<file path="src/rtl/cfg5_pkg.sv">
package cfg5_pkg;
  localparam int BYTE_W = 8;

  typedef enum logic [2:0] {
    ST_IDLE, ST_ADDR, ST_AACK, ST_WDATA, ST_WACK, ST_RDATA, ST_RACK, ST_IGNORE
  } busState_t;

  typedef struct packed {
    logic              startSeen;
    logic              armDisable;
    logic              commitWrite;
    logic              loadRead;
    logic              shiftRead;
    logic [BYTE_W-1:0] wrData;
  } ctrlStrb_t;
endpackage

</file>
<file path="src/rtl/cfg5_ctrl.sv">
module cfg5_ctrl
  import cfg5_pkg::*;
#(
  parameter int         SYNC_STAGES = 2,
  parameter logic [6:0] DEV_ADDR    = 7'b1001110
) (
  input  logic      clk,
  input  logic      rstN,
  input  logic      sclIn,
  input  logic      sdaIn,
  input  logic      busyIn,
  input  logic      rdBit,
  output ctrlStrb_t strb,
  output logic      sdaDriveLow
);
  localparam int CNT_W = $clog2(BYTE_W + 1);

  logic [SYNC_STAGES:0] sclPipe, sdaPipe;
  logic sclS, sclPrev, sdaS, sdaPrev;
  logic sclRise, sclFall, startDet, stopDet;
  busState_t state;
  logic [CNT_W-1:0] bitCnt;
  logic [BYTE_W-1:0] rxShift;
  logic rwBit;
  logic byteDone;

  // synchroniser plus one history stage for edge detection
  always_ff @(posedge clk or negedge rstN) begin
    if (!rstN) begin
      sclPipe <= '1;
      sdaPipe <= '1;
    end else begin
      sclPipe <= {sclPipe[SYNC_STAGES-1:0], sclIn};
      sdaPipe <= {sdaPipe[SYNC_STAGES-1:0], sdaIn};
    end
  end

  assign sclS     = sclPipe[SYNC_STAGES-1];
  assign sclPrev  = sclPipe[SYNC_STAGES];
  assign sdaS     = sdaPipe[SYNC_STAGES-1];
  assign sdaPrev  = sdaPipe[SYNC_STAGES];
  assign sclRise  = sclS && !sclPrev;
  assign sclFall  = !sclS && sclPrev;
  assign startDet = sclS && sclPrev && sdaPrev && !sdaS;
  assign stopDet  = sclS && sclPrev && !sdaPrev && sdaS;
  assign byteDone = (bitCnt == CNT_W'(BYTE_W));

  always_ff @(posedge clk or negedge rstN) begin
    if (!rstN) begin
      state   <= ST_IDLE;
      bitCnt  <= '0;
      rxShift <= '0;
      rwBit   <= 1'b0;
    end else if (startDet) begin
      state  <= ST_ADDR;
      bitCnt <= '0;
    end else if (stopDet) begin
      state <= ST_IDLE;
    end else begin
      unique case (state)
        ST_ADDR, ST_WDATA: begin
          if (sclRise) begin
            rxShift <= {rxShift[BYTE_W-2:0], sdaS};
            bitCnt  <= bitCnt + 1'b1;
          end else if (sclFall && byteDone) begin
            if (state == ST_WDATA) begin
              state <= ST_WACK;
            end else if (rxShift[BYTE_W-1:1] == DEV_ADDR && !busyIn) begin
              state <= ST_AACK;
              rwBit <= rxShift[0];
            end else begin
              state <= ST_IGNORE;
            end
          end
        end
        ST_AACK: begin
          if (sclFall) begin
            bitCnt <= '0;
            state  <= rwBit ? ST_RDATA : ST_WDATA;
          end
        end
        ST_RDATA: begin
          if (sclRise) bitCnt <= bitCnt + 1'b1;
          else if (sclFall && byteDone) state <= ST_RACK;
        end
        ST_WACK, ST_RACK: begin
          if (sclFall) state <= ST_IGNORE;
        end
        default: ;
      endcase
    end
  end

  always_comb begin
    logic quiet;
    quiet            = !startDet && !stopDet;
    strb.startSeen   = startDet;
    strb.armDisable  = quiet && state == ST_AACK && sclFall && !rwBit;
    strb.loadRead    = quiet && state == ST_AACK && sclFall && rwBit;
    strb.shiftRead   = quiet && state == ST_RDATA && sclFall && !byteDone;
    strb.commitWrite = quiet && state == ST_WDATA && sclFall && byteDone;
    strb.wrData      = rxShift;
  end

  assign sdaDriveLow = (state == ST_AACK) || (state == ST_WACK) ||
                       (state == ST_RDATA && !rdBit);

  assert_ack_own_addr_R2: assert property (@(posedge clk) disable iff (!rstN)
    (state == ST_AACK) |-> (rxShift[BYTE_W-1:1] == DEV_ADDR));

  assert_busy_nack_R7: assert property (@(posedge clk) disable iff (!rstN)
    (state == ST_ADDR && sclFall && byteDone && busyIn) |=> (state != ST_AACK));

  assert_stop_releases_R10: assert property (@(posedge clk) disable iff (!rstN)
    stopDet |=> !sdaDriveLow);
endmodule

</file>
<file path="src/rtl/cfg5_data.sv">
module cfg5_data
  import cfg5_pkg::*;
#(
  parameter int DATA_W      = 5,
  parameter int BUSY_CYCLES = 1500000
) (
  input  logic              clk,
  input  logic              rstN,
  input  ctrlStrb_t         strb,
  input  logic              writeProtect,
  output logic [DATA_W-1:0] cfgOut,
  output logic              outDisable,
  output logic              busy,
  output logic              rdBit
);
  localparam int CNT_W = $clog2(BUSY_CYCLES + 1);
  localparam int PAD_W = BYTE_W - DATA_W;

  logic [DATA_W-1:0] cfgReg;
  logic [CNT_W-1:0]  busyCnt;
  logic [BYTE_W-1:0] rdShift;
  logic              accept;
  logic              cycleEnd;

  assign accept   = strb.commitWrite && !writeProtect &&
                    (strb.wrData[BYTE_W-1:DATA_W] == '0);
  assign cycleEnd = (busyCnt == CNT_W'(1));

  always_ff @(posedge clk or negedge rstN) begin
    if (!rstN) begin
      cfgReg  <= '0;
      busyCnt <= '0;
    end else if (accept) begin
      cfgReg  <= strb.wrData[DATA_W-1:0];
      busyCnt <= CNT_W'(BUSY_CYCLES);
    end else if (busyCnt != '0) begin
      busyCnt <= busyCnt - 1'b1;
    end
  end

  always_ff @(posedge clk or negedge rstN) begin
    if (!rstN) begin
      outDisable <= 1'b0;
    end else if (strb.armDisable) begin
      outDisable <= 1'b1;
    end else if (cycleEnd || (strb.startSeen && busyCnt == '0)) begin
      outDisable <= 1'b0;
    end
  end

  always_ff @(posedge clk or negedge rstN) begin
    if (!rstN) rdShift <= '0;
    else if (strb.loadRead) rdShift <= {{PAD_W{1'b0}}, cfgReg};
    else if (strb.shiftRead) rdShift <= {rdShift[BYTE_W-2:0], 1'b0};
  end

  assign cfgOut = cfgReg;
  assign busy   = (busyCnt != '0);
  assign rdBit  = rdShift[BYTE_W-1];

  assert_wp_blocks_R4: assert property (@(posedge clk) disable iff (!rstN)
    (strb.commitWrite && writeProtect) |=> $stable(cfgReg));

  assert_abort_upper_R5: assert property (@(posedge clk) disable iff (!rstN)
    (strb.commitWrite && strb.wrData[BYTE_W-1:DATA_W] != '0) |=> $stable(cfgReg));

  assert_dis_covers_busy_R8: assert property (@(posedge clk) disable iff (!rstN)
    (busyCnt != '0) |-> outDisable);

  assert_dis_release_R9: assert property (@(posedge clk) disable iff (!rstN)
    $fell(outDisable) |-> ($past(busyCnt) == CNT_W'(1) || $past(strb.startSeen)));
endmodule

</file>
<file path="src/rtl/cfg5_i2c_target.sv">
module cfg5_i2c_target
  import cfg5_pkg::*;
#(
  parameter int         DATA_W      = 5,
  parameter int         SYNC_STAGES = 2,
  parameter int         BUSY_CYCLES = 1500000,
  parameter logic [6:0] DEV_ADDR    = 7'b1001110
) (
  input  logic              clk,
  input  logic              rstN,
  input  logic              sclIn,
  input  logic              sdaIn,
  input  logic              writeProtect,
  output logic              sdaDriveLow,
  output logic [DATA_W-1:0] cfgOut,
  output logic              outDisable
);
  ctrlStrb_t strb;
  logic busy, rdBit;

  cfg5_ctrl #(.SYNC_STAGES(SYNC_STAGES), .DEV_ADDR(DEV_ADDR)) ctrl_i (
    .clk(clk), .rstN(rstN), .sclIn(sclIn), .sdaIn(sdaIn),
    .busyIn(busy), .rdBit(rdBit), .strb(strb), .sdaDriveLow(sdaDriveLow)
  );

  cfg5_data #(.DATA_W(DATA_W), .BUSY_CYCLES(BUSY_CYCLES)) data_i (
    .clk(clk), .rstN(rstN), .strb(strb), .writeProtect(writeProtect),
    .cfgOut(cfgOut), .outDisable(outDisable), .busy(busy), .rdBit(rdBit)
  );
endmodule

</file>
<file path="config.mk">
export PLATFORM = sky130hd
export DESIGN_NAME = cfg5_i2c_target
export DESIGN_NICKNAME = d
export VERILOG_FILES = /design/src/rtl/cfg5_pkg.sv /design/src/rtl/cfg5_ctrl.sv /design/src/rtl/cfg5_data.sv /design/src/rtl/cfg5_i2c_target.sv
export SDC_FILE = /design/constraint.sdc
export NUM_CORES = 1
export LEC_CHECK = 0
export ABC_AREA = 1
export BUFFER_PORTS_ARGS = -buffer_cell sky130_fd_sc_hd__buf_2
export CORE_UTILIZATION = 60
export DETAILED_ROUTE_END_ITERATION = 7
export GPL_ROUTABILITY_DRIVEN = 0
export PLACE_DENSITY = 0.77
export SLEW_MARGIN = 5
export SYNTH_ARGS = -nofsm -noshare
export SYNTH_HDL_FRONTEND = slang
export SYNTH_SLANG_ARGS = --single-unit
</file>
<file path="constraint.sdc">
create_clock -name clk -period 4.9 [get_ports clk]
set_input_delay 0 -clock clk [delete_from_list [all_inputs] [get_ports clk]]
set_output_delay 0 -clock clk [all_outputs]
set_load 0.005 [all_outputs]
</file>
**Word level (Yosys, flattened, before mapping)**

Index checks and enable logic that the tools add are counted.

- Memories: 0
- Output and inout bits: 7
- Bits in read-only memories: 0
- Register bits after elaboration: 57
- Memory bits (writable): 0
- Bits in latches: 0
- Logic and storage cells: 110

- Order comparisons: 0
- Reduce and logical (&&, ||, !) cells: 53
- Shift operators: 0
- Mux-type cells: 23
- Bitwise logic cells: 4
- Equal/unequal tests: 18
- Add/sub/neg operators: 2
- Div/mod/pow operators: 0
- Multipliers: 0

Operators by type and width:

| operator | number |
|---|---|
| 21-bit 2-to-1 mux | 2 |
| 3-bit 2-to-1 mux | 11 |
| 1-bit logical AND | 24 |
| 21-bit by 1-bit == test with 1-bit output (second input constant) | 1 |
| 21-bit zero test | 1 |
| 21-bit nonzero test | 1 |
| 21-bit by 1-bit subtractor with 21-bit output (second input constant) | 1 |
| 4-bit 2-to-1 mux | 4 |
| 8-bit 2-to-1 mux | 2 |
| 4-bit by 1-bit inequality test with 1-bit output (second input constant) | 4 |
| 7-bit AND reduction | 2 |
| 3-bit case mux with 4 select lines | 1 |
| 1-bit zero test | 11 |
| 3-bit == test (second input constant) | 3 |
| 4-bit inequality test (second input constant) | 2 |
| 4-bit case mux with 2 select lines | 1 |
| 4-bit AND reduction | 2 |
| 7-bit == test (second input constant) | 1 |
| 3-bit by 2-bit == test with 1-bit output (second input constant) | 2 |
| 3-bit by 1-bit inequality test with 1-bit output (second input constant) | 2 |
| 2-bit nonzero test | 3 |
| 6-bit nonzero test | 1 |
| 4-bit by 1-bit adder with 4-bit output (second input constant) | 1 |
| 4-bit == test (second input constant) | 1 |
| other kinds (9) | 16 |

**Logic depth before layout (Yosys ltp)**

Gate-level depths: netlist of the first run.

- Depth after elaboration: 11
- Depth in mapped cells: 10

**Modules after synthesis**

Synthesis of the first run repeated with hierarchy kept, for this count alone.

- Cell total of the unflattened synthesis: 388
- Area, all modules: 3047.9 µm²

By module, submodules not included:

| module | seq. area each (µm²) | cells an instance | area each (µm²) | instances |
|---|---|---|---|---|
| cfg5_data | 875.8 | 234 | 1845.5 | 1 |
| cfg5_ctrl | 558.0 | 154 | 1202.4 | 1 |

**Worst setup path before layout of the first run**

OpenSTA, ideal clock, no wires.

- Path type: register to register
- Start: register ctrl_i.bitCnt[0]
- End: register data_i.busyCnt[10]
- Setup time: 117 ps
- Slack: 3331 ps
- Arrival: 1452 ps
- Path buffers: 1
- Required time: 4783 ps
- Period minus slack after synthesis: 1569 ps
- Cell stages (with the launch flop): 11
- Cells stage by stage: dfrtp_1 inv_1 ha_1 nand3_1 inv_1 nand2_2 nor4_4 inv_4 buf_6 nand2_1 nor2_1

- Word-level cells in the longest chain between the ends: 5
- Elaborated cells between the ends (all ways): 6
- Classes of those cells: eq/ne (1); mux (1); reduce/logical (4)

RTL lines:

| element | RTL line | source |
|---|---|---|
| start: declaration | cfg5_ctrl.sv:22 | `logic [CNT_W-1:0] bitCnt;` |
| start signal: assignment | cfg5_ctrl.sv:64 | `bitCnt <= bitCnt + 1'b1;` |
| start signal: assignment | cfg5_ctrl.sv:83 | `if (sclRise) bitCnt <= bitCnt + 1'b1;` |
| 4-bit == test (*) | cfg5_ctrl.sv:46 | `assign byteDone = (bitCnt == CNT_W'(BYTE_W));` |
| 1-bit logical AND (*) | cfg5_ctrl.sv:101 | `strb.commitWrite = quiet && state == ST_WDATA && sclFall && byteDone;` |
| 1-bit logical AND (*) (2 in series) | cfg5_data.sv:25 | `assign accept = strb.commitWrite && !writeProtect &&` |
| 21-bit 2-to-1 mux or 2-bit nonzero test (tied branches) | -- |  |
| end signal: assignment | cfg5_data.sv:35 | `busyCnt <= CNT_W'(BUSY_CYCLES);` |
| end signal: assignment | cfg5_data.sv:37 | `busyCnt <= busyCnt - 1'b1;` |
| end: declaration | cfg5_data.sv:20 | `logic [CNT_W-1:0] busyCnt;` |

Mark *: on every way between the ends. The rest lies on a longest branch, timed or not.
A chain may end at the register's enable or synchronous reset.

**Worst setup path after layout of the first run**

- Start: register ctrl_i.bitCnt[0]
- End: register data_i.busyCnt[2]

Same word-level chain as after synthesis.

==> results of run 1 <==
worst max path at each step:
stage,startpoint,to,cells past startpoint
after global placement,ctrl_i.bitCnt[0],data_i.busyCnt[0],9
after detailed placement,ctrl_i.bitCnt[0],data_i.busyCnt[2],9
after floorplan,ctrl_i.bitCnt[0],data_i.busyCnt[10],10
final,ctrl_i.bitCnt[0],data_i.busyCnt[2],9
after global routing,ctrl_i.bitCnt[1],data_i.busyCnt[2],9
after CTS,ctrl_i.bitCnt[0],data_i.busyCnt[2],9
synth_stat cells, drive strengths merged:
cell type / instances
nand3: 23
o22ai: 4
a211oi: 2
a31oi: 1
dfrtp: 51
dfstp: 6
xnor2: 3
nand3b: 4
inv: 61
o211ai: 1
and3: 1
o211a: 1
clkbuf: 1
xor2: 5
buf: 1
o21ai: 33
nand2: 87
nand4: 6
mux2: 1
ha: 5
a21oi: 10
nor3: 4
o21bai: 1
o221ai: 4
nor4: 3
nor2: 51
or2: 2
cell type report:
class,count,area (µm²),area share [%]
Sequential cell,57,1434,43.13
Multi-Input combinational cell,252,1310,39.41
Inverter,61,231.5,6.963
Clock buffer,10,127.6,3.839
Timing Repair Buffer,15,92.59,2.785
Tap cell,67,83.83,2.522
Clock inverter,6,45.04,1.355
cells by family after synthesis:
logic type	count (synthesis)	synth area share, %
adders and majority gates	5	2.092
DFF	57	47.95
xor gates and xnor gates	8	2.343
and+or+nand+nor	181	27.62
AOI/OAI and AO/OA	57	11.38
muxes	1	0.3765
buffers and inverters	63	8.243
power by group through the flow:
stage	clock [mW]	combinational [mW]	sequential, mW
after floorplan	0	0.271	0.637
after global placement	0	0.338	0.658
after detailed placement	0	0.347	0.661
after CTS	0.384	0.351	0.654
after global routing	0.405	0.408	0.669
final	0.375	0.350	0.655
sequential cells by signal, indices dropped and copies added, names as in the netlist:
signal	cells
ctrl_i.sdaPipe	3
ctrl_i.rxShift	8
ctrl_i.sclPipe	3
data_i.rdShift	8
data_i.cfgOut	5
ctrl_i.bitCnt	4
ctrl_i.rwBit	1
data_i.outDisable	1
data_i.busyCnt	21
ctrl_i.state	3
per-layer routing:
metal / GRT usage, % / vias up / part of all wire, %
met5: 0 / - / 0
met4: 10.24 / 0 / 1.2
met3: 5.387 / 11 / 5.5
met2: 38.84 / 75 / 46
met1: 35.35 / 1146 / 47
li1: - / 1243 / -
stage by stage:
stage / power, mW / hold slack, ns / setup slack [ns] / utilization [%] / area [µm²]
final: 1.381 / 0.1906 / 3.079 / 69.92 / 3324
after global routing: 1.482 / 0.2097 / 2.924 / 69.92 / 3324
after global placement: 0.9960 / 0.1050 / 3.109 / 65.66 / 3122
after CTS: 1.389 / 0.1858 / 3.052 / 69.92 / 3324
after floorplan: 0.9082 / -0.2956 / 3.331 / - / 2990
after detailed placement: 1.008 / 0.1069 / 3.044 / 65.66 / 3122
worst reg2reg max path: cells and delay by family, from the launching register on:
| kind | cells | cell delay, ns |
|---|---|---|
| AND/OR/NAND/NOR | 3 | 0.56 |
| buffers and inverters | 3 | 0.41 |
| flip-flops | 1 | 0.41 |
| AO/OA/AOI/OAI | 2 | 0.19 |
| adder cells (fa/ha/maj) | 1 | 0.14 |
cell usage in the layout, fill, tap and decap left out, drive strengths merged, types with 4 or more instances in the layout:
cell type / netlist / routed
clkbuf: 1 / 10
dfstp: 6 / 6
a21oi: 10 / 10
ha: 5 / 5
nor3: 4 / 4
nor2: 51 / 51
nand2: 87 / 87
buf: 1 / 12
xor2: 5 / 5
o21ai: 33 / 33
o221ai: 4 / 4
nand4: 6 / 6
inv: 61 / 61
nand3: 23 / 23
o22ai: 4 / 4
nand3b: 4 / 4
dfrtp: 51 / 51
repair_timing:
item | CTS | global route
hold buffers | 3 | 0
hold endpoints to repair | 53 | 0
setup endpoints to repair | 0 | 0
==> impl_metrics.csv, run 1 <==
group,metric,value,unit
setup_path,rr_startpoint,"ctrl_i.bitCnt[0]",
die,fp.coreArea,0.004755,mm²
synth,synth_cells,372,
power_and_ir_drop,ir_drop,0.0002446,V
power_and_ir_drop,power.leakage,1.652,nW
setup_path,slowest_delay,0.41,ns
finish,num_antenna_cells,0,
detailed_routing,drt-pass1-iter-count,5,
grt,overflow,0,
setup_path,worstPathArrival,2.03,ns
setup_path,r2r_end,"data_i.busyCnt[2]",
detailed_routing,antenna_left,0,
grt,grtUsageTotal,25.34,%
grt,grt_max_degree,58,
setup_path,r2r_cells,9,
power_and_ir_drop,p_int,869.7,µW
clock_tree,cts_buffers,9,
die,std_cell_rows,25,
place,dp.final_hpwl,4447,µm
finish,nNetsFinal,406,
clock_tree,htree_levels,3,
setup_path,rrSetupSlack,3.08,ns
finish,fin_cells,468,
timing,setup_viol,0,
timing,min_period,1.821,ns
clock_tree,cts_tree,"done",
synth,syn-mean-instance-area,8.039,µm²
setup_path,cp.required,5.11,ns
timing,grt_setup_unrepaired,"no",
min_path,hold_path_end,"data_i.busyCnt[13]",
detailed_routing,viasPerCell,5.288,
grt,grt_pass1_vias,2257,
synth,netlist.area_leader.share,42.68,%
timing,clock-skew-final,0.007752,ns
timing,hold_viol,0,
setup_path,cp_top_family,"simple AND/OR/NAND/NOR gates",
synth,syn_nets,382,
detailed_routing,wl,5929,µm
timing,worst_pin_slew,0.7036,ns
power_and_ir_drop,power_density,415.5,mW/mm²
power_and_ir_drop,power_switching,511.6,µW
detailed_routing,routed-via-count,2475,
clock_tree,clk-insertion-delay-late,0.33,ns
power_and_ir_drop,combPwrFrac,25.4,%
detailed_routing,drt_iter0_drc,167,
synth,synth_top_area_cell,"dfrtp_1",
finish,fill_cells,392,
timing,clock.fmax,549.0,MHz
detailed_routing,drc,0,
synth,yosys_warnings,0,
timing,finalCritPeriodShare,37.17,%
setup_path,endpoint_kind,"flop",
min_path,hold_depth,5,
run_status,status,"completed",
setup_path,worstSetupPathType,"reg -> reg",
timing,drv_slew,0,
clock_tree,cts_setup_buffers,0,
min_path,hp-class,"in -> reg",
die,io_pins,12,
grt,grt_pass1_wl,10040,µm
setup_path,start_kind,"flop",
synth,synth_area,0.002990,mm²
min_path,hold_start,"writeProtect",
synth,yosys-top-cells-area,"dfrtp_1 (43%), nand2_1 (10%), inv_1 (7.2%)",
place,post-place-cells,449,
timing,finalSetupTns,0,ns
clock_tree,cts_max_path_buffers,2,
setup_path,crit_fanout,18,
run,maxCapViolCount,0,
setup_path,cp_num_buf_inv,3,
synth,ys_seq_elements,57,
die,die-height,72.60,µm
power_and_ir_drop,sw_frac_of_total,37.04,%
clock_tree,clock_sinks,57,
clock_tree,cts_resized,0,
clock_tree,cts-root-buf,"clkbuf_8",
place,io_buffer_count,11,
setup_path,crit_slowest_cell,"dfrtp_1",
grt,antenna_found_initial,0,
finish,drive_gt1_share,14.21,%
timing,relSlewSlack,53.10,%
setup_path,cpMostUsedCell,"inv_1",
setup_path,path_cells,"inv_1 > ha_1 > nand3_1 > inv_1 > nand2_2 > nor4_4 > inv_4 > o21ai_1 > a21oi_1",
power_and_ir_drop,p_clk_share,27.2,%
die,initial_core_util,62.89,%
synth,ys_seq_area_share,47.95,%
detailed_routing,wl_per_cell,12.67,µm
power_and_ir_drop,seq_power_share,47.5,%
clock_tree,clk_pin_slew,0.07,ns
synth,ys_types,39,
finish,layout-area-overhead-vs-synth,11.17,%
die,die_w,72.60,µm
die,design.die.area,0.005270,mm²
(Power assumes the default switching activity.)
==> run 2, diff against run 1 <==
==> constraint.sdc (replaced) <==
create_clock -name clk -period 1.8 [get_ports clk]
set_input_delay 0 -clock clk [delete_from_list [all_inputs] [get_ports clk]]
set_output_delay 0 -clock clk [all_outputs]
set_load 0.005 [all_outputs]
==> run 2 against run 1 <==
Total power increased to 3.1 times the previous value. Hold slack improved by 0.027 ns. Final area increased by 4.5%. Largest power group unchanged.
==> impl_metrics.csv, run 2 (same netlist as run 1, synthesis figures left out) <==
group,metric,value,unit
run_status,status,"completed",
die,fp.coreArea,0.004755,mm²
finish,largestRegisters,"data_i.busyCnt (21), ctrl_i.rxShift (8), data_i.rdShift (8)",
grt,grt_pass1_vias,2511,
clock_tree,clk_pin_slew,0.06,ns
finish,final_cell_mix,"nand2_1 (83), inv_1 (56), dfrtp_1 (51)",
clock_tree,cts-root-buf,"clkbuf_8",
timing,setup_viol,0,
detailed_routing,top_layer,"met4",
finish,mostFrequentLayoutCell,"nand2_1",
timing,finalSetupTns,0,ns
finish,num_antenna_cells,0,
power_and_ir_drop,power.leakage,1.727,nW
finish,layout-area-overhead-vs-synth,16.15,%
timing,hold_ws,0.2175,ns
die,std_cell_rows,25,
timing,clock.fmax,608.1,MHz
timing,finalCritPeriodShare,91.35,%
detailed_routing,drc,0,
detailed_routing,wl_per_cell,13.33,µm
clock_tree,cts_tree,"done",
setup_path,crit_fanout,6,
timing,relSlewSlack,53.38,%
power_and_ir_drop,ir_drop,0.0007062,V
grt,overflow,0,
place,io_buffer_count,11,
detailed_routing,drt-met1-wl,2939,µm
setup_path,worstSetupPathType,"reg -> reg",
die,io_pins,12,
clock_tree,cts_max_path_buffers,2,
detailed_routing,routed-via-count,2540,
setup_path,start_kind,"flop",
finish,fill_cells,360,
clock_tree,clk-insertion-delay-late,0.35,ns
timing,worst_pin_slew,0.6993,ns
timing,hold_viol,0,
place,dp.final_hpwl,4582,µm
detailed_routing,route.met3.wl,315,µm
timing,clock-skew-final,0.007251,ns
timing,min_period,1.644,ns
finish,nNetsFinal,414,
finish,regMostFlops,"data_i.busyCnt",
clock_tree,htree_levels,3,
setup_path,worstPathArrival,1.92,ns
setup_path,endpoint_kind,"flop",
setup_path,cp.required,2.08,ns
detailed_routing,drt_iter0_drc,159,
die,design.die.area,0.005270,mm²
detailed_routing,viasPerCell,5.336,
timing,grt_setup_unrepaired,"no",
detailed_routing,antenna_left,0,
detailed_routing,drt-pass1-iter-count,4,
clock_tree,cts_buffers,9,
power_and_ir_drop,power_density,1231,mW/mm²
detailed_routing,met2_length,2918,µm
min_path,hp-class,"in -> reg",
grt,antenna_found_initial,0,
clock_tree,clock_sinks,57,
finish,largest_reg_flops,21,
detailed_routing,wl,6347,µm
die,die-height,72.60,µm
grt,grtUsageTotal,27.48,%
run,maxCapViolCount,0,
grt,grt_pass1_wl,10830,µm
timing,drv_slew,0,
die,die_w,72.60,µm
clock_tree,cts_setup_buffers,0,
finish,drive_gt1_share,17.11,%
grt,grt_max_degree,58,
die,initial_core_util,62.89,%
==> run 2: cell count changes in the layout (fill, tap and decap cells not counted), sizes merged <==
cell	delta
bufinv	+3
clkinv	-2
clkinvlp	-2
buf	+8
clkbuf	+1
==> run 2: final timing paths <==
kind | from | to | slack (ns) | cells past startpoint
max | data_i.busyCnt[0] | data_i.busyCnt[10] | 0.16 | 10
min | writeProtect | data_i.busyCnt[14] | 0.22 | 4
max reg2reg | data_i.busyCnt[0] | data_i.busyCnt[10] | 0.16 | 10
min reg2reg | ctrl_i.sclPipe[0] | ctrl_i.sclPipe[1] | 0.36 | 0
max in group asynchronous | rstN | data_i.rdShift[2] | 1.02 | 3
min in group asynchronous | rstN | data_i.busyCnt[13] | 0.30 | 3
==> run 2: area by class of cell <==
class                           count  area, µm²  area share (%)
Clock buffer                       11      141.4           4.071
Clock inverter                      5      102.6           2.954
Inverter                           61      231.5           6.664
Multi-Input combinational cell    252       1328           38.22
Sequential cell                    57       1434           41.28
Tap cell                           67      83.83           2.414
Timing Repair Buffer               23      152.6           4.395
==> run 2: worst max-delay path, stage by stage, from the launching register on <==
cell and delay [ns]:
dfrtp_1 0.42, inv_2 0.12, ha_2 0.24, nand2_1 0.09, inv_2 0.11, nand2_1 0.09
nor3_2 0.14, nand3_1 0.14, nand2_1 0.08, nand2_1 0.04, nor2_1 0.09
==> run 2: metal layers <==
| layer | up-vias | GRT usage (%) |
|---|---|---|
| li1 | 1264 | - |
| met1 | 1201 | 34.83 |
| met2 | 59 | 43.09 |
| met3 | 16 | 7.044 |
| met4 | 0 | 15.47 |
| met5 | - | 0 |
==> run 2: repair_timing <==
action	in CTS	in global routing
endpoints found under the hold margin	53	0
endpoints found under the setup margin	0	10
resized for setup	0	6
hold buffers	3	0
==> run 2: power breakdown <==
group | internal (mW) | total (mW) | leakage (nW) | switching, mW
registers | 1.53 | 1.78 | 0.686 | 0.247
clock network | 0.955 | 1.48 | 0.120 | 0.526
logic | 0.377 | 1.01 | 0.922 | 0.636
==> run 2: stage by stage <==
step	cell area (µm²)	util [%]	setup slack (ns)	total power, mW	std cells
global placement	3182	66.92	0.09583	2.757	457
CTS	3456	72.68	0.06838	4.270	476
detailed placement	3182	66.92	0.08611	2.788	457
floorplan	2990	-	0.2310	2.472	372
finish	3473	73.05	0.1556	4.274	476
global route	3473	73.05	0.0006997	4.528	476
==> run 3, diff against run 2 <==
--- a/config.mk
+++ b/config.mk
@@ -5,7 +5,6 @@
 export SDC_FILE = /design/constraint.sdc
 export NUM_CORES = 1
 export LEC_CHECK = 0
-export ABC_AREA = 1
 export BUFFER_PORTS_ARGS = -buffer_cell sky130_fd_sc_hd__buf_2
 export CORE_UTILIZATION = 60
 export DETAILED_ROUTE_END_ITERATION = 7
==> run 3 against run 2 <==
The flow now finishes with violations (negative setup slack). First-iteration DRC count grew 110%. Clock-buffer cell count shrank 2. Cell count shrank 5.3%. Hold slack gained 0.070 ns. Core utilization grew 15 points. Clock skew grew 0.0079 ns. Setup slack lost 0.64 ns. Clock power shrank 18%. Critical path type unchanged. Critical endpoint is now ctrl_i.state[0]. Largest power group unchanged. Highest routed layer unchanged.
==> impl_metrics.csv, run 3 <==
group,metric,value,unit
synth,yosys-top-cells-area,"dfrtp_1 (43%), dfstp_2 (5.3%), nand2_1 (4.4%)",
setup_path,worstSetupPathType,"reg -> reg",
timing,setup_slack,-0.4889,ns
power_and_ir_drop,ir_drop,0.0006980,V
power_and_ir_drop,power.leakage,1.777,nW
clock_tree,cts-root-buf,"clkbuf_8",
die,design.die.area,0.005219,mm²
setup_path,r2r_end,"ctrl_i.state[0]",
place,io_buffer_count,11,
setup_path,r2r_cells,4,
setup_path,cpMostUsedCell,"or4_4",
clock_tree,clk-insertion-delay-late,0.35,ns
run,maxCapViolCount,0,
power_and_ir_drop,seq_power_share,45.8,%
setup_path,cp_top_family,"simple AND/OR/NAND/NOR gates",
synth,synth_flop_cell,"dfrtp_1",
setup_path,path_cells,"or4_4 > or4_4 > or4_4 > a221o_1",
timing,setup_viol,24,
setup_path,crit_end,"ctrl_i.state[0]",
synth,synthTopCellsByCount,"dfrtp_1 (51), nand2_1 (35), o21ai_0 (20)",
grt,grt_max_degree,58,
detailed_routing,drt-pass1-iter-count,7,
synth,synth_top_area_cell,"dfrtp_1",
synth,synth_area,0.002960,mm²
finish,mostFrequentLayoutCell,"buf_4",
synth,syn-mean-instance-area,9.835,µm²
finish,final_cell_mix,"buf_4 (55), dfrtp_1 (51), nand2_1 (35)",
clock_tree,cts_tree,"done",
die,die_w,72.24,µm
die,initial_core_util,62.68,%
timing,drv_slew,0,
power_and_ir_drop,power_switching,1.080,mW
grt,grtUsageTotal,32.94,%
grt,overflow,0,
setup_path,start_kind,"flop",
place,dp.final_hpwl,4625,µm
detailed_routing,antenna_left,0,
clock_tree,htree_levels,3,
detailed_routing,drt_iter0_drc,335,
timing,grt_setup_unrepaired,"yes",
setup_path,endpoint_kind,"flop",
place,placed_cell_area,0.003461,mm²
setup_path,crit_fanout,4,
die,fp.coreArea,0.004723,mm²
setup_path,cp_num_buf_inv,0,
finish,regMostFlops,"data_i.busyCnt",
timing,hold_ws,0.2876,ns
setup_path,rr_startpoint,"data_i.busyCnt[6]",
timing,clock.fmax,436.9,MHz
setup_path,worstPathArrival,2.52,ns
timing,clock-skew-final,0.01517,ns
timing,hold_viol,0,
synth,synth_edf_count,0,
timing,min_period,2.289,ns
finish,postLayoutCellArea,0.004170,mm²
die,std_cell_rows,25,
grt,grt_pass1_wl,12630,µm
power_and_ir_drop,power_density,843.6,mW/mm²
synth,netlist.area_leader.share,43.11,%
detailed_routing,wl_per_cell,19.98,µm
detailed_routing,viasPerCell,6.282,
clock_tree,clock_sinks,57,
finish,layout-area-overhead-vs-synth,40.87,%
finish,largest_reg_flops,21,
setup_path,slowest_delay,0.57,ns
setup_path,cp.required,2.03,ns
synth,yosys_warnings,0,
synth,ys_types,52,
die,io_pins,12,
synth,ys_seq_elements,57,
timing,finalSetupTns,-7.440,ns
finish,fill_cells,237,
synth,synth_most_common_cell,"dfrtp_1",
clock_tree,clk_pin_slew,0.08,ns
clock_tree,cts_max_path_buffers,2,
finish,nNetsFinal,389,
power_and_ir_drop,sw_frac_of_total,30.70,%
power_and_ir_drop,p_int,2.438,mW
synth,synth_cells,301,
clock_tree,cts_buffers,9,
finish,final_core_util,88.29,%
run_status,failed_checks,"negative setup slack",
grt,antenna_found_initial,0,
detailed_routing,drc,0,
synth,ys_seq_area_share,48.44,%
grt,grt_pass1_vias,2668,
power_and_ir_drop,p_clk_share,34.5,%
timing,finalCritPeriodShare,127.2,%
timing,worst_pin_slew,0.7188,ns
detailed_routing,wl,9011,µm
power_and_ir_drop,combPwrFrac,19.7,%
setup_path,cp.depth,4,
finish,drive_gt1_share,40.36,%
finish,num_antenna_cells,0,
power_and_ir_drop,power,3.518,mW
min_path,hp-class,"in -> reg",
synth,synth-async-reset-ratio,100.0,%
setup_path,critPathLaunch,"data_i.busyCnt[6]",
timing,relSlewSlack,52.08,%
finish,largestRegisters,"data_i.busyCnt (21), ctrl_i.rxShift (8), data_i.rdShift (8)",
synth,syn_nets,311,
die,die-height,72.24,µm
run_status,status,"finished, violations left",
detailed_routing,routed-via-count,2833,
setup_path,crit_slowest_cell,"or4_4",
setup_path,rrSetupSlack,-0.49,ns
[run 3: cell types whose count changed after synthesis, sizes merged, moves of 12 or more]
cell	delta
inv	-52
nand2	-52
nor2	-37
nand3	-16
mux2i	+13
o21ai	-13
clkbuf	+12
[run 3: worst register-to-register path: cells and delay by family, from the launching register on]
family           cells  cell delay [ns]
flip-flops           1             0.38
AND/OR/NAND/NOR      3             1.48
AO/OA/AOI/OAI        1             0.32
[run 3: cells by family (layout without fill, tap and decap cells)]
logic type,after synthesis,after routing,share of synthesized area (%)
and+or+nand+nor,127,127,24.09
buffers and inverters,27,110,3.465
AOI/OAI and AO/OA,59,59,12.89
muxes,22,22,7.819
DFF,57,57,48.44
xor gates and xnor gates,4,4,1.184
adders and majority gates,5,5,2.113
[run 3: layer usage]
layer  part of all wire (%)  wire (µm)  global-route usage (%)
met2                     50       4547                   54.41
met5                      0          0                       0
met1                     39       3550                   41.04
met4                    4.8        436                   18.52
met3                    5.3        476                   5.833
[run 3: cell type report]
class                      instances  area [µm²]  area share, %
multi-input combinational        217        1733          41.55
clock inverter                     7       70.07          1.680
inverter                           9       38.79         0.9301
timing repair buffer              85       686.9          16.47
tap                               67       83.83          2.010
sequential                        57        1434          34.38
clock buffer                       9       123.9          2.970
[run 3: power groups by stage]
stage	Clock, mW	Combinational [mW]	Sequential [mW]
floorplan	0	0.370	1.60
global placement	0	0.599	1.61
detailed placement	0	0.620	1.62
CTS	1.21	0.664	1.60
global route	1.28	0.755	1.63
finish	1.22	0.693	1.61
[run 3: metrics by stage]
| step | std cells | setup slack, ns |
|---|---|---|
| floorplan | 301 | -0.4571 |
| global placement | 413 | -0.4510 |
| detailed placement | 413 | -0.4800 |
| CTS | 446 | -0.4029 |
| global route | 451 | -0.4895 |
| finish | 451 | -0.4889 |
[run 3: repair_timing]
| item | 4_1_cts | 5_1_grt |
|---|---|---|
| hold buffers | 3 | 0 |
| setup buffers | 14 | 6 |
| endpoints found under the hold margin | 53 | 0 |
| gates resized for setup | 39 | 34 |
| endpoints found under the setup margin | 24 | 25 |
| pin swaps | 8 | 9 |
[run 3: worst min path at each step]
stage                     cells past startpoint          from  slack, ns                  to
after global placement                        1         sclIn       0.11   ctrl_i.sclPipe[0]
after floorplan                               0          rstN      -0.30    ctrl_i.bitCnt[0]
after CTS                                     5  writeProtect       0.27  data_i.busyCnt[17]
after detailed placement                      1         sdaIn       0.11   ctrl_i.sdaPipe[0]
after global routing                          2         sdaIn       0.29   ctrl_i.sdaPipe[0]
final                                         5  writeProtect       0.29  data_i.busyCnt[17]
